## config.mk

```make
export PLATFORM = sky130hd
export DESIGN_NAME = dma_steal_ctrl
export DESIGN_NICKNAME = d
export VERILOG_FILES = /design/src/rtl/dma_steal_pkg.sv /design/src/rtl/dma_steal_regs.sv /design/src/rtl/dma_steal_fsm.sv /design/src/rtl/dma_steal_path.sv /design/src/rtl/dma_steal_ctrl.sv
export SDC_FILE = /design/constraint.sdc
export NUM_CORES = 1
export LEC_CHECK = 0
export BUFFER_PORTS_ARGS = -buffer_cell sky130_fd_sc_hd__buf_2
export CELL_PAD_IN_SITES_DETAIL_PLACEMENT = 1
export CELL_PAD_IN_SITES_GLOBAL_PLACEMENT = 1
export CORE_AREA = 3 3 103 105
export CTS_BUF_LIST = sky130_fd_sc_hd__clkbuf_4
export DETAILED_ROUTE_END_ITERATION = 16
export DIE_AREA = 0 0 106 108
export PLACE_DENSITY = 0.85
export SETUP_SLACK_MARGIN = 0.2
export SLEW_MARGIN = 20
export SYNTH_ARGS = -nofsm -noshare
export SYNTH_HDL_FRONTEND = slang
export SYNTH_SLANG_ARGS = --single-unit
```

## constraint.sdc

```tcl
create_clock -name clk -period 2.05 [get_ports clk]
set_input_delay 0.1025 -clock clk [delete_from_list [all_inputs] [get_ports clk]]
set_output_delay 0.1025 -clock clk [all_outputs]
set_load 0.01 [all_outputs]
```

## src/rtl/dma_steal_pkg.sv

```systemverilog
package dma_steal_pkg;

    typedef enum logic [1:0] {
        ST_IDLE,
        ST_ASK,
        ST_MOVE,
        ST_GIVE
    } dma_state_e;

    // register selects
    localparam logic [2:0] SEL_CTRL = 3'd0;
    localparam logic [2:0] SEL_DEV  = 3'd1;
    localparam logic [2:0] SEL_MEM  = 3'd2;
    localparam logic [2:0] SEL_CNT  = 3'd3;
    localparam logic [2:0] SEL_STAT = 3'd4;

    // control word bits
    localparam int unsigned CTRL_GO  = 0;
    localparam int unsigned CTRL_DIR = 1;
    localparam int unsigned CTRL_DET = 2;

    // status word bits
    localparam int unsigned STAT_BUSY = 0;
    localparam int unsigned STAT_DONE = 1;

endpackage

```

## src/rtl/dma_steal_regs.sv

```systemverilog
module dma_steal_regs
    import dma_steal_pkg::*;
#(
    parameter int unsigned ADDR_W = 16,
    parameter int unsigned CNT_W  = 8,
    parameter int unsigned DEV_W  = 8
) (
    input  logic              clk,
    input  logic              rst_n,
    input  logic              cfg_wr,
    input  logic [2:0]        cfg_sel,
    input  logic [ADDR_W-1:0] cfg_wdata,
    output logic [ADDR_W-1:0] cfg_rdata,
    input  logic              busy,
    input  logic              step,
    input  logic              finish,
    output logic              start_req,
    output logic              dir,
    output logic              det,
    output logic [DEV_W-1:0]  dev_addr,
    output logic [ADDR_W-1:0] mem_addr,
    output logic [CNT_W-1:0]  count,
    output logic              done
);

    logic prog_wr;
    logic ctrl_wr;

    assign prog_wr   = cfg_wr && !busy;
    assign ctrl_wr   = prog_wr && (cfg_sel == SEL_CTRL);
    assign start_req = ctrl_wr && cfg_wdata[CTRL_GO];

    always_ff @(posedge clk or negedge rst_n) begin
        if (!rst_n) begin
            dir      <= 1'b0;
            det      <= 1'b0;
            dev_addr <= '0;
            mem_addr <= '0;
            count    <= '0;
            done     <= 1'b0;
        end else begin
            if (ctrl_wr) begin
                dir <= cfg_wdata[CTRL_DIR];
                det <= cfg_wdata[CTRL_DET];
            end
            if (prog_wr && cfg_sel == SEL_DEV) begin
                dev_addr <= cfg_wdata[DEV_W-1:0];
            end
            if (prog_wr && cfg_sel == SEL_MEM) begin
                mem_addr <= cfg_wdata;
            end else if (step) begin
                mem_addr <= mem_addr + 1'b1;
            end
            if (prog_wr && cfg_sel == SEL_CNT) begin
                count <= cfg_wdata[CNT_W-1:0];
            end else if (step) begin
                count <= count - 1'b1;
            end
            // set has priority so a zero-count start still completes
            if (finish) begin
                done <= 1'b1;
            end else if (ctrl_wr) begin
                done <= 1'b0;
            end
        end
    end

    always_comb begin
        cfg_rdata = '0;
        case (cfg_sel)
            SEL_CTRL: begin
                cfg_rdata[CTRL_DIR] = dir;
                cfg_rdata[CTRL_DET] = det;
            end
            SEL_DEV:  cfg_rdata = ADDR_W'(dev_addr);
            SEL_MEM:  cfg_rdata = mem_addr;
            SEL_CNT:  cfg_rdata = ADDR_W'(count);
            SEL_STAT: begin
                cfg_rdata[STAT_BUSY] = busy;
                cfg_rdata[STAT_DONE] = done;
            end
            default:  cfg_rdata = '0;
        endcase
    end

endmodule

```

## src/rtl/dma_steal_fsm.sv

```systemverilog
module dma_steal_fsm
    import dma_steal_pkg::*;
(
    input  logic clk,
    input  logic rst_n,
    input  logic start_req,
    input  logic count_zero,
    input  logic det,
    input  logic bus_gnt,
    output logic phase,
    output logic busy,
    output logic step,
    output logic finish,
    output logic hold_ld,
    output logic bus_req,
    output logic bus_act
);

    dma_state_e state, state_nx;

    // state register; phase marks the second half of a detached word
    always_ff @(posedge clk or negedge rst_n) begin
        if (!rst_n) begin
            state <= ST_IDLE;
            phase <= 1'b0;
        end else begin
            state <= state_nx;
            if (state == ST_MOVE) begin
                phase <= det && !phase;
            end
        end
    end

    always_comb begin
        state_nx = state;
        unique case (state)
            ST_IDLE: if (start_req && !count_zero) state_nx = ST_ASK;
            ST_ASK:  if (bus_gnt) state_nx = ST_MOVE;
            ST_MOVE: state_nx = ST_GIVE;
            ST_GIVE: state_nx = (count_zero && !phase) ? ST_IDLE : ST_ASK;
        endcase
    end

    always_comb begin
        bus_req = (state == ST_ASK) || (state == ST_MOVE);
        bus_act = (state == ST_MOVE);
        busy    = (state != ST_IDLE);
        hold_ld = (state == ST_MOVE) && det && !phase;
        step    = (state == ST_MOVE) && !(det && !phase);
        finish  = ((state == ST_IDLE) && start_req && count_zero) ||
                  ((state == ST_GIVE) && !phase && count_zero);
    end

endmodule

```

## src/rtl/dma_steal_path.sv

```systemverilog
module dma_steal_path #(
    parameter int unsigned ADDR_W = 16,
    parameter int unsigned DATA_W = 16,
    parameter int unsigned DEV_W  = 8
) (
    input  logic              clk,
    input  logic              rst_n,
    input  logic              bus_act,
    input  logic              phase,
    input  logic              hold_ld,
    input  logic              dir,
    input  logic              det,
    input  logic [DEV_W-1:0]  dev_addr,
    input  logic [ADDR_W-1:0] mem_addr,
    input  logic [DATA_W-1:0] bus_rdata,
    input  logic [DATA_W-1:0] dev_rdata,
    output logic              bus_io,
    output logic              bus_we,
    output logic [ADDR_W-1:0] bus_addr,
    output logic [DATA_W-1:0] bus_wdata,
    output logic              dev_rd,
    output logic              dev_wr,
    output logic [DATA_W-1:0] dev_wdata
);

    localparam logic [ADDR_W-1:0] IO_BASE = '0;

    logic [DATA_W-1:0] hold_q;
    logic [ADDR_W-1:0] io_addr;
    logic              src_is_dev;

    assign io_addr    = IO_BASE | ADDR_W'(dev_addr);
    assign src_is_dev = !dir;
    assign dev_wdata  = bus_rdata;

    always_ff @(posedge clk or negedge rst_n) begin
        if (!rst_n) begin
            hold_q <= '0;
        end else if (hold_ld) begin
            hold_q <= bus_rdata;
        end
    end

    always_comb begin
        bus_io    = 1'b0;
        bus_we    = 1'b0;
        bus_addr  = '0;
        bus_wdata = '0;
        dev_rd    = 1'b0;
        dev_wr    = 1'b0;
        if (bus_act) begin
            if (!det) begin
                bus_addr = mem_addr;
                if (src_is_dev) begin
                    bus_we    = 1'b1;
                    bus_wdata = dev_rdata;
                    dev_rd    = 1'b1;
                end else begin
                    dev_wr = 1'b1;
                end
            end else if (!phase) begin
                // first half: read the source into the holding register
                bus_io   = src_is_dev;
                bus_addr = src_is_dev ? io_addr : mem_addr;
            end else begin
                // second half: write the holding register to the destination
                bus_io    = !src_is_dev;
                bus_we    = 1'b1;
                bus_addr  = src_is_dev ? mem_addr : io_addr;
                bus_wdata = hold_q;
            end
        end
    end

endmodule

```

## src/rtl/dma_steal_ctrl.sv

```systemverilog
module dma_steal_ctrl #(
    parameter int unsigned ADDR_W = 16,
    parameter int unsigned DATA_W = 16,
    parameter int unsigned CNT_W  = 8,
    parameter int unsigned DEV_W  = 8
) (
    input  logic              clk,
    input  logic              rst_n,
    input  logic              cfg_wr,
    input  logic [2:0]        cfg_sel,
    input  logic [ADDR_W-1:0] cfg_wdata,
    output logic [ADDR_W-1:0] cfg_rdata,
    output logic              bus_req,
    input  logic              bus_gnt,
    output logic              bus_act,
    output logic              bus_io,
    output logic              bus_we,
    output logic [ADDR_W-1:0] bus_addr,
    output logic [DATA_W-1:0] bus_wdata,
    input  logic [DATA_W-1:0] bus_rdata,
    output logic              dev_rd,
    input  logic [DATA_W-1:0] dev_rdata,
    output logic              dev_wr,
    output logic [DATA_W-1:0] dev_wdata,
    output logic              irq
);

    logic              busy, step, finish, start_req, phase, hold_ld;
    logic              dir, det, done, count_zero;
    logic [DEV_W-1:0]  dev_addr;
    logic [ADDR_W-1:0] mem_addr;
    logic [CNT_W-1:0]  count;

    assign count_zero = (count == '0);
    assign irq        = done;

    dma_steal_regs #(
        .ADDR_W (ADDR_W),
        .CNT_W  (CNT_W),
        .DEV_W  (DEV_W)
    ) i_regs (
        .clk       (clk),
        .rst_n     (rst_n),
        .cfg_wr    (cfg_wr),
        .cfg_sel   (cfg_sel),
        .cfg_wdata (cfg_wdata),
        .cfg_rdata (cfg_rdata),
        .busy      (busy),
        .step      (step),
        .finish    (finish),
        .start_req (start_req),
        .dir       (dir),
        .det       (det),
        .dev_addr  (dev_addr),
        .mem_addr  (mem_addr),
        .count     (count),
        .done      (done)
    );

    dma_steal_fsm i_fsm (
        .clk        (clk),
        .rst_n      (rst_n),
        .start_req  (start_req),
        .count_zero (count_zero),
        .det        (det),
        .bus_gnt    (bus_gnt),
        .phase      (phase),
        .busy       (busy),
        .step       (step),
        .finish     (finish),
        .hold_ld    (hold_ld),
        .bus_req    (bus_req),
        .bus_act    (bus_act)
    );

    dma_steal_path #(
        .ADDR_W (ADDR_W),
        .DATA_W (DATA_W),
        .DEV_W  (DEV_W)
    ) i_path (
        .clk       (clk),
        .rst_n     (rst_n),
        .bus_act   (bus_act),
        .phase     (phase),
        .hold_ld   (hold_ld),
        .dir       (dir),
        .det       (det),
        .dev_addr  (dev_addr),
        .mem_addr  (mem_addr),
        .bus_rdata (bus_rdata),
        .dev_rdata (dev_rdata),
        .bus_io    (bus_io),
        .bus_we    (bus_we),
        .bus_addr  (bus_addr),
        .bus_wdata (bus_wdata),
        .dev_rd    (dev_rd),
        .dev_wr    (dev_wr),
        .dev_wdata (dev_wdata)
    );

endmodule

```

; ---- Word level (Yosys, flattened, before mapping)
; Index checks and enable logic that the tools add are counted.
[word_totals]
mem_bits_rw = 0
regBits = 54
n_memories = 0
latch_bits = 0
wordCells = 86
romBits = 0
[op_classes]
div = 0
muxes = 35
n_bitwise = 0
shift = 0
reduce_logical = 31
order_cmp = 0
addsub = 2
n_mul = 0
n_eq_ne = 9
[op_table]
columns = cell, n
row1 = 16-bit 2-to-1 mux, 11
row2 = 13-bit case mux with 3 select lines, 1
row3 = "16-bit by 1-bit adder with 16-bit output, second input constant", 1
row4 = 1-bit logical AND, 16
row5 = 8-bit 2-to-1 mux, 2
row6 = 1-bit 2-to-1 mux, 15
row7 = 8-bit zero test, 1
row8 = 1-bit case mux with 4 select lines, 2
row9 = 2-bit case mux with 4 select lines, 1
row10 = 2-bit nonzero test, 4
row11 = "8-bit by 1-bit subtractor with 8-bit output, second input constant", 1
row12 = "3-bit by 2-bit equality test with 1-bit output, second input constant", 2
row13 = 1-bit zero test, 5
row14 = 1-bit case mux with 5 select lines, 1
row15 = "2-bit equality test, second input constant", 2
row16 = 2-bit 2-to-1 mux, 2
row17 = "3-bit by 1-bit equality test with 1-bit output, second input constant", 1
row18 = "3-bit equality test, second input constant", 1
row19 = 3-bit zero test, 1
row20 = "2-bit by 1-bit equality test with 1-bit output, second input constant", 1
row21 = 2-bit zero test, 1
row22 = 1-bit logical OR, 2
row23 = "2-bit by 1-bit != test with 1-bit output, second input constant", 1
row24 = "2-bit != test, second input constant", 1
row25 = 2-bit AND reduction, 1

; ---- Depth between registers and ports, before layout
; Gate-level depths: netlist of run 1.
[depth]
ltp_word = 9
mapped_depth = 7
ltp_nobuf = 7

; ---- By module
; A second synthesis of run 1 with hierarchy kept.
[unflattened]
cells_unflattened = 387
hier_area_um2 = 3642.2
[modules_own_cells]
columns = mod, instances, area_each_um2, cells_per_inst
row1 = dma_steal_regs, 1, 2110.8, 227
row2 = dma_steal_path, 1, 1234.9, 131
row3 = dma_steal_fsm, 1, 277.8, 26
row4 = dma_steal_ctrl, 1, 18.8, 3

; ---- Least setup slack after synthesis of run 1
; Ideal clock, no wire load.
[synth_timing]
kind = flip-flop to output port
startpoint = reg i_fsm.state[0]
endpoint = out bus_wdata[10]
path_slack_ps = 155
t_required_ps = 1947
arrival_time_ps = 1793
n_path_buf = 2
path_stages_with_launch = 7
path_cell_list = dfrtp_1 -> inv_1 -> ha_1 -> buf_2 -> nor3b_2 -> buf_2 -> a22o_1
[synth_via]
elab_chain_cells = 2
[synth_lines]
columns = element, line
row1 = from (decl), dma_steal_fsm.sv:19  ; dma_state_e state, state_nx;
row2 = from (signal assigned), dma_steal_fsm.sv:27  ; state <= state_nx;
row3 = 2-bit equality test, dma_steal_fsm.sv:46  ; bus_act = (state == ST_MOVE);
row4 = net bus_act, dma_steal_ctrl.sv:15  ; output logic bus_act,
row5 = 16-bit 2-to-1 mux, dma_steal_path.sv:51  ; if (bus_act) begin
row6 = to (decl), dma_steal_ctrl.sv:19  ; output logic [DATA_W-1:0] bus_wdata,
; The timed path passes the listed nets, and every way through them passes these cells.

; ---- Final worst setup path of run 1
[layout_timing]
startpoint = reg i_fsm.state[1]
endpoint = out bus_addr[0]
[layout_via]
elab_chain_cells = 2
[layout_lines]
columns = element, line
row1 = 2-bit equality test, dma_steal_fsm.sv:46
row2 = 16-bit 2-to-1 mux, dma_steal_path.sv:51
row3 = to (decl), dma_steal_ctrl.sv:18  ; output logic [ADDR_W-1:0] bus_addr,
; No other way between the ends.

==> summary.md, run 1 <==
| Metric | Value |
|---|---|
| Number of port buffers | `around 130` |
| Critical register-to-register path startpoint | `i_fsm.state[0]` |
| Routed wire per std cell | `18.6 µm` |
| Clock tree from TritonCTS | `done` |
| Die outline width | `~110 µm` |
| Num CTS Buffers | `5` |
| Wire length on met2 | `6130 µm` |
| Total global routing track utilization | `0.194` |
| Overall Power | `6720 µW` |
| Synthesis Warnings | `0` |
| Part of the cycle the worst path needs | `0.974` |
| Ant. Diodes | `0` |
| Synth Net Count | `405` |
| Overall die height | `108 µm` |
| Setup violators final | `0` |
| Critical path, cell by cell | `ha_4 -> buf_6 -> a21boi_4 -> buf_6 -> buf_12 -> a22o_4 -> buf_6` |
| RD Place Congestion | `0.834` |
| Post-synthesis sequential element count | `54` |
| Startpoint types | `register` |
| Total number of H-tree levels | `2` |
| Number of max-capacitance violations reported | `0` |
| Maximum number of pins on one net before global-route repair | `55` |
| First-pass iteration count of the detailed router | `4` |
| DR DRC count | `0` |
| Fmax | `between 0.5 and 0.6 GHz` |
| Cell area after layout | `4860 µm²` |
| RSZ-0062 raised after global routing | `true` |
| Worst setup startpoint | `i_fsm.state[1]` |
| Clk Latency, worst-skew pair | `about 380 ps` |
| Met3 routed wirelength | `394 µm` |
| Cell type with the highest occurrence count on the critical path | `buf_6` |
| Worst-case clock buffer depth | `2` |
| Ratio of total power to cell area | `1380 nW/µm²` |
| Critical path start-end classification | `register to output port` |
| Highest signal layer in the routed design | `met4` |
| Slowest CP cell | `dfrtp_2` |
| Number of hold-slack violations in the final timing report | `0` |
| Final critical path time including I/O delays and setup | `about 2000 ps` |
| Post-Syn Instances | `343` |
| Vias post-DR | `3218` |
| Dpl hpwl | `7920 µm` |
| Antenna violations before repair | `0` |
| Worst Path Arrival | `around 1900 ps` |
| Main synth FF type | `dfrtp_1` |
| Mean instance size in the synthesized netlist | `9.91 µm²` |
| Crit path required time | `1950 ps` |
| Number of distinct library cells after synthesis | `45` |
| Clk sinks | `54` |
| Worst path max stage delay | `460 ps` |
| Core Region | `9730 µm²` |
| Total Die Area | `between 10000 and 15000 µm²` |
| Clock tree root driver cell | `clkbuf_4` |
| Share of the yosys chip area belonging to registers | `0.397` |
| Min-Delay Path Class | `primary input to register` |
| Routed metal-1 wirelength | `4850 µm` |
| Number of filler instances in the final layout | `1137` |
| Status | `completed` |
| Total congestion overflow | `0` |
| Start point of the worst hold path | `cfg_wdata[5]` |
| Number of nets with antenna violations after detailed routing | `0` |
| VDD IR-drop max | `428 µV` |
| Critical-path maximum fanout | `8` |
| Max transition margin | `0.715` |
| Post-detailed-route via-to-cell ratio | `5.13` |
| Effective utilization at floorplan | `0.350` |
| Fin nets | `555` |
| Global-route wire length before repair | `17900 µm` |
| Sum of negative setup slack | `0 ps` |
| Number of top-level design ports | `126` |
| Endpoint class of the critical path | `output port` |
| Number of global-route vias before repair | `3487` |
| 1st-iter DRT viols | `160` |
| Clock slew at the register clock pins of the worst setup and hold paths | `160 ps` |
| DP Area | `4120 µm²` |
| Combined area of all synthesized cells | `around 3400 µm²` |
| Number of enable flip-flop cells after synthesis | `0` |
| Number of core rows | `36` |
| Count of final max-slew check failures | `0` |
| Async set-reset flop share out of synthesis | `1.00` |
| Standby leakage power | `0.00226 µW` |
| Area added between synthesis and finish | `42.9%` |
| Routed WL | `11700 µm` |
| Worst setup skew after layout | `18.6 ps` |
| Slew of the pin with the lowest slew margin | `428 ps` |
| Fraction of layout instances using a drive strength above 1 | `0.470` |
cell usage in the layout, fill, tap and decap left out, drive strengths merged, types with 2 or more instances in the layout:
| cell | instances |
|---|---|
| clkbuf | 5 |
| nor3 | 8 |
| mux2 | 30 |
| nand2b | 3 |
| o21a | 2 |
| mux2i | 2 |
| nand3 | 10 |
| ha | 7 |
| inv | 11 |
| clkinv | 2 |
| dlygate4sd3 | 25 |
| a22oi | 7 |
| xor2 | 8 |
| nand2 | 12 |
| a21oi | 25 |
| nor3b | 2 |
| nor4 | 3 |
| buf | 152 |
| and3 | 5 |
| and2 | 15 |
| a31oi | 2 |
| nand4 | 5 |
| a22o | 24 |
| nor2b | 4 |
| nor4b | 2 |
| nor2 | 37 |
| and4b | 2 |
| dfrtp | 54 |
| xnor2 | 15 |
| o22ai | 3 |
| o21ai | 5 |
final timing paths:
check	end	slack (ps)	cells after the start
min in group asynchronous	i_path.hold_q[5]	240	3
min	i_regs.dev_addr[5]	20	2
max	bus_addr[0]	50	7
min reg2reg	i_path.hold_q[0]	530	1
max reg2reg	i_path.hold_q[9]	230	7
max in group asynchronous	i_regs.dev_addr[7]	1550	3
cell type report:
cell class / count / area, µm² / area share
clock buffers: 5 / 37.5 / 0.00772
clock inverters: 3 / 40.0 / 0.00824
inverters: 11 / 43.8 / 0.00901
multi-input cells: 244 / 1960 / 0.403
flip-flops and latches: 54 / 1360 / 0.279
well taps: 133 / 166 / 0.0342
repair buffers: 177 / 1260 / 0.258
worst max-delay path, delay by kind of cell, from the launching register on:
kind,cells,cell delay (ps)
AO/OA/AOI/OAI,2,400
adder cells (fa/ha/maj),1,170
buffers and inverters,4,500
flip-flops,1,460
stage by stage:
step / setup WS (ps) / util / hold WS [ps] / std cells
after floorplan: 219 / - / -193 / 343
after global placement: 189 / 0.423 / 123 / 577
after detailed placement: 8.87 / 0.423 / 130 / 577
after CTS: 41.7 / 0.489 / 6.73 / 621
after global routing: -36.6 / 0.500 / 6.48 / 627
final: 52.3 / 0.500 / 15.2 / 627
registers in the layout, summed over array words and instances, names as in the netlist:
name and count:
i_regs.count 8, i_fsm.phase 1, i_fsm.state 2, i_regs.det 1
i_regs.dir 1, i_regs.mem_addr 16, i_regs.dev_addr 8, i_path.hold_q 16
i_regs.done 1
cell families after synthesis:
kind of cell	after synthesis	synth area share
buffers and inverters	45	0.0706
XOR/XNOR	23	0.0592
multiplexers	33	0.112
flip-flops	54	0.397
AO/OA/AOI/OAI	71	0.144
AND/OR/NAND/NOR	110	0.191
adder cells (fa/ha/maj)	7	0.0258
layer usage:
layer  global-route usage  vias to the layer above
met2                0.366                       98
met1                0.229                     1597
met3               0.0251                       22
li1                     -                     1501
met5                    0                        -
met4               0.0629                        0
power breakdown:
| group | internal, µW | leakage [µW] | switching, µW |
|---|---|---|---|
| clock | 254 | 0.0000450 | 353 |
| combinational | 2150 | 0.00160 | 1680 |
| sequential | 1600 | 0.000615 | 687 |
cell usage after synthesis, drive strengths merged (7+ instances only):
library cell	instances	share of area
dfrtp	54	0.40
xnor2	15	0.039
buf	25	0.049
nand2	12	0.013
nor3	8	0.012
inv	11	0.012
a22o	24	0.064
a22oi	7	0.015
nor2	37	0.041
xor2	8	0.021
nand3	10	0.018
mux2	30	0.099
and2	15	0.029
ha	7	0.026
a21oi	25	0.037
clkbuf	9	0.0099
timing repair:
action                                 4_1_cts  5_1_grt
cloned                                       1        0
buffers inserted                            10        6
resized for setup                           43       17
hold buffers                                25        0
pin swaps                                    9       10
setup endpoints to repair                   67       40
endpoints found under the hold margin       78        0
(Power assumes the default switching activity.)
==> inputs of run 2 (changes only) <==
Settings changed: RECOVER_POWER set to 50.
==> summary.md, run 2 (same netlist as run 1, synthesis figures left out) <==
| Metric | Value |
|---|---|
| Status | `completed (unchanged)` |
| Vias post-DR | `3215 (was 3218)` |
| Fraction of layout instances using a drive strength above 1 | `0.425 (was 0.470)` |
| RD Place Congestion | `0.834 (unchanged)` |
| Number of max-capacitance violations reported | `0 (unchanged)` |
| Biggest registers after layout | `i_path.hold_q (16), i_regs.mem_addr (16) (unchanged)` |
| Critical path start-end classification | `register to output port (unchanged)` |
| Area added between synthesis and finish | `41.3% (was 42.9%)` |
| Standby leakage power | `0.00219 µW (was 0.00226 µW)` |
| Number of core rows | `36 (unchanged)` |
| Critical-path maximum fanout | `8 (unchanged)` |
| Fin nets | `555 (unchanged)` |
| Worst-case clock buffer depth | `2 (unchanged)` |
| Wire length on met2 | `6170 µm (was 6130 µm)` |
| Worst Path Arrival | `1900 ps (about the same)` |
| Clk Latency, worst-skew pair | `370 ps (was 380 ps)` |
| Combined buffer and inverter count along the critical path | `4 (unchanged)` |
| VDD IR-drop max | `418 µV (was 428 µV)` |
| Cell family contributing the most delay on the critical path | `buffers and inverters (unchanged)` |
| Global-route wire length before repair | `17900 µm (unchanged)` |
| Critical path, cell by cell | `ha_4 -> buf_6 -> a21boi_4 -> buf_6 -> buf_12 -> a22o_4 -> buf_6 (unchanged)` |
| Number of hold-slack violations in the final timing report | `0 (unchanged)` |
| Routed wire per std cell | `18.7 µm (was 18.6 µm)` |
| Number of top-level design ports | `126 (unchanged)` |
| Post-detailed-route via-to-cell ratio | `5.13 (about the same)` |
| Commonest cells after routing, fill and taps aside | `buf_2 (88), dfrtp_1 (50), nor2_1 (37) (was buf_2 (109), dfrtp_1 (50), nor2_1 (37))` |
| Final critical path time including I/O delays and setup | `2000 ps (about the same)` |
| Number of filler instances in the final layout | `1151 (was 1137)` |
| Slew of the pin with the lowest slew margin | `1380 ps (was 428 ps)` |
| Total global routing track utilization | `0.194 (unchanged)` |
| Maximum number of pins on one net before global-route repair | `55 (unchanged)` |
| Crit path required time | `1950 ps (about the same)` |
| Clock tree from TritonCTS | `done (unchanged)` |
| Ratio of total power to cell area | `1390 nW/µm² (was 1380 nW/µm²)` |
| Startpoint types | `register (unchanged)` |
| Final worst-path setup slack | `51.3 ps (was 52.3 ps)` |
| Endpoint class of the critical path | `output port (unchanged)` |
| Routed metal-1 wirelength | `4810 µm (was 4850 µm)` |
| Effective utilization at floorplan | `0.350 (unchanged)` |
| Max transition margin | `0.0786 (was 0.715)` |
| Core Region | `9730 µm² (unchanged)` |
| Worst path max stage delay | `460 ps (about the same)` |
| Dpl hpwl | `7920 µm (unchanged)` |
| Die outline width | `106 µm (unchanged)` |
| Fmax | `0.500 GHz (was 0.501 GHz)` |
| Antenna violations before repair | `0 (unchanged)` |
| Setup violators final | `0 (unchanged)` |
| First-pass iteration count of the detailed router | `4 (unchanged)` |
| Overall die height | `108 µm (unchanged)` |
| DR DRC count | `0 (unchanged)` |
| Total number of H-tree levels | `2 (unchanged)` |
| Total Die Area | `11400 µm² (unchanged)` |
| Highest signal layer in the routed design | `met4 (unchanged)` |
| Clk sinks | `54 (unchanged)` |
| Worst setup skew after layout | `14.1 ps (was 18.6 ps)` |
| Ant. Diodes | `0 (unchanged)` |
| Number of port buffers | `125 (unchanged)` |
| Routed WL | `11700 µm (about the same)` |
| Part of the cycle the worst path needs | `0.975 (was 0.974)` |
| Num CTS Buffers | `5 (unchanged)` |
| Slowest CP cell | `dfrtp_2 (unchanged)` |
| Post-Place Worst Slack | `8.87 ps (unchanged)` |
| Total congestion overflow | `0 (unchanged)` |
| Clock tree root driver cell | `clkbuf_4 (unchanged)` |
| 1st-iter DRT viols | `140 (was 160)` |
| Leading cell type in the layout, fill and taps excluded | `buf_2 (unchanged)` |
| RSZ-0062 raised after global routing | `true (unchanged)` |
| Count of final max-slew check failures | `0 (unchanged)` |
| Number of nets with antenna violations after detailed routing | `0 (unchanged)` |
| Met3 routed wirelength | `404 µm (was 394 µm)` |
| Number of global-route vias before repair | `3487 (unchanged)` |
| Cell type with the highest occurrence count on the critical path | `buf_6 (unchanged)` |
| Clock slew at the register clock pins of the worst setup and hold paths | `160 ps (about the same)` |
| Overall Power | `6660 µW (was 6720 µW)` |
| Min-Delay Path Class | `primary input to register (unchanged)` |
-- run 2: cell count changes in the layout (fill, tap and decap cells not counted), moves of 2 or more --
cell and change:
and2_1 -5, clkbuf_2 +2, buf_2 -21, clkbuf_1 +21, and2_0 +5
-- run 2: layout make-up --
type | count | area (µm²) | share of cell area
tap | 133 | 166 | 0.0346
clock buffer | 5 | 37.5 | 0.00781
multi-input combinational | 244 | 1950 | 0.405
inverter | 11 | 43.8 | 0.00911
clock inverter | 3 | 40.0 | 0.00833
timing repair buffer | 177 | 1210 | 0.252
sequential | 54 | 1360 | 0.282
-- run 2: through the flow --
step	util	TNS (ps)	hold WS, ps	instance area (µm²)	cells
6_report	0.494	0	14.1	4800	627
5_1_grt	0.494	-176	6.48	4800	627
4_1_cts	0.489	0	6.73	4750	621
3_5_place_dp	0.423	0	130	4120	577
3_3_place_gp	0.423	0	123	4120	577
2_1_floorplan	-	0	-193	3410	343
-- run 2: power breakdown --
part	switching (µW)	total (µW)	internal, µW
combinational	1670	3770	2110
sequential	688	2290	1600
clock	350	604	254
total	2710	6660	3960
-- run 2: path summary, 6_finish.rpt --
kind                             startpoint            endpoint  slack, ps  cells past startpoint
max                          i_fsm.state[1]         bus_addr[0]         50                      7
min                            cfg_wdata[5]  i_regs.dev_addr[5]         10                      2
max reg2reg                  i_fsm.state[1]      i_fsm.state[1]        190                      7
min reg2reg                i_path.hold_q[0]    i_path.hold_q[0]        530                      1
max in group asynchronous             rst_n          i_regs.dir        490                      3
min in group asynchronous             rst_n    i_path.hold_q[9]        660                      3
-- run 2: what timing repair did --
item / 4_1_cts / 5_1_grt
endpoints found under the setup margin: 67 / 40
endpoints found under the hold margin: 78 / 0
hold buffers: 25 / 0
gates cloned: 1 / 0
resized for setup: 43 / 17
setup buffers: 10 / 6
pin swaps: 9 / 10
-- run 2: layer usage --
metal / up-vias / global-route usage
li1: 1501 / -
met1: 1591 / 0.229
met2: 98 / 0.366
met3: 25 / 0.0251
met4: 0 / 0.0629
met5: - / 0
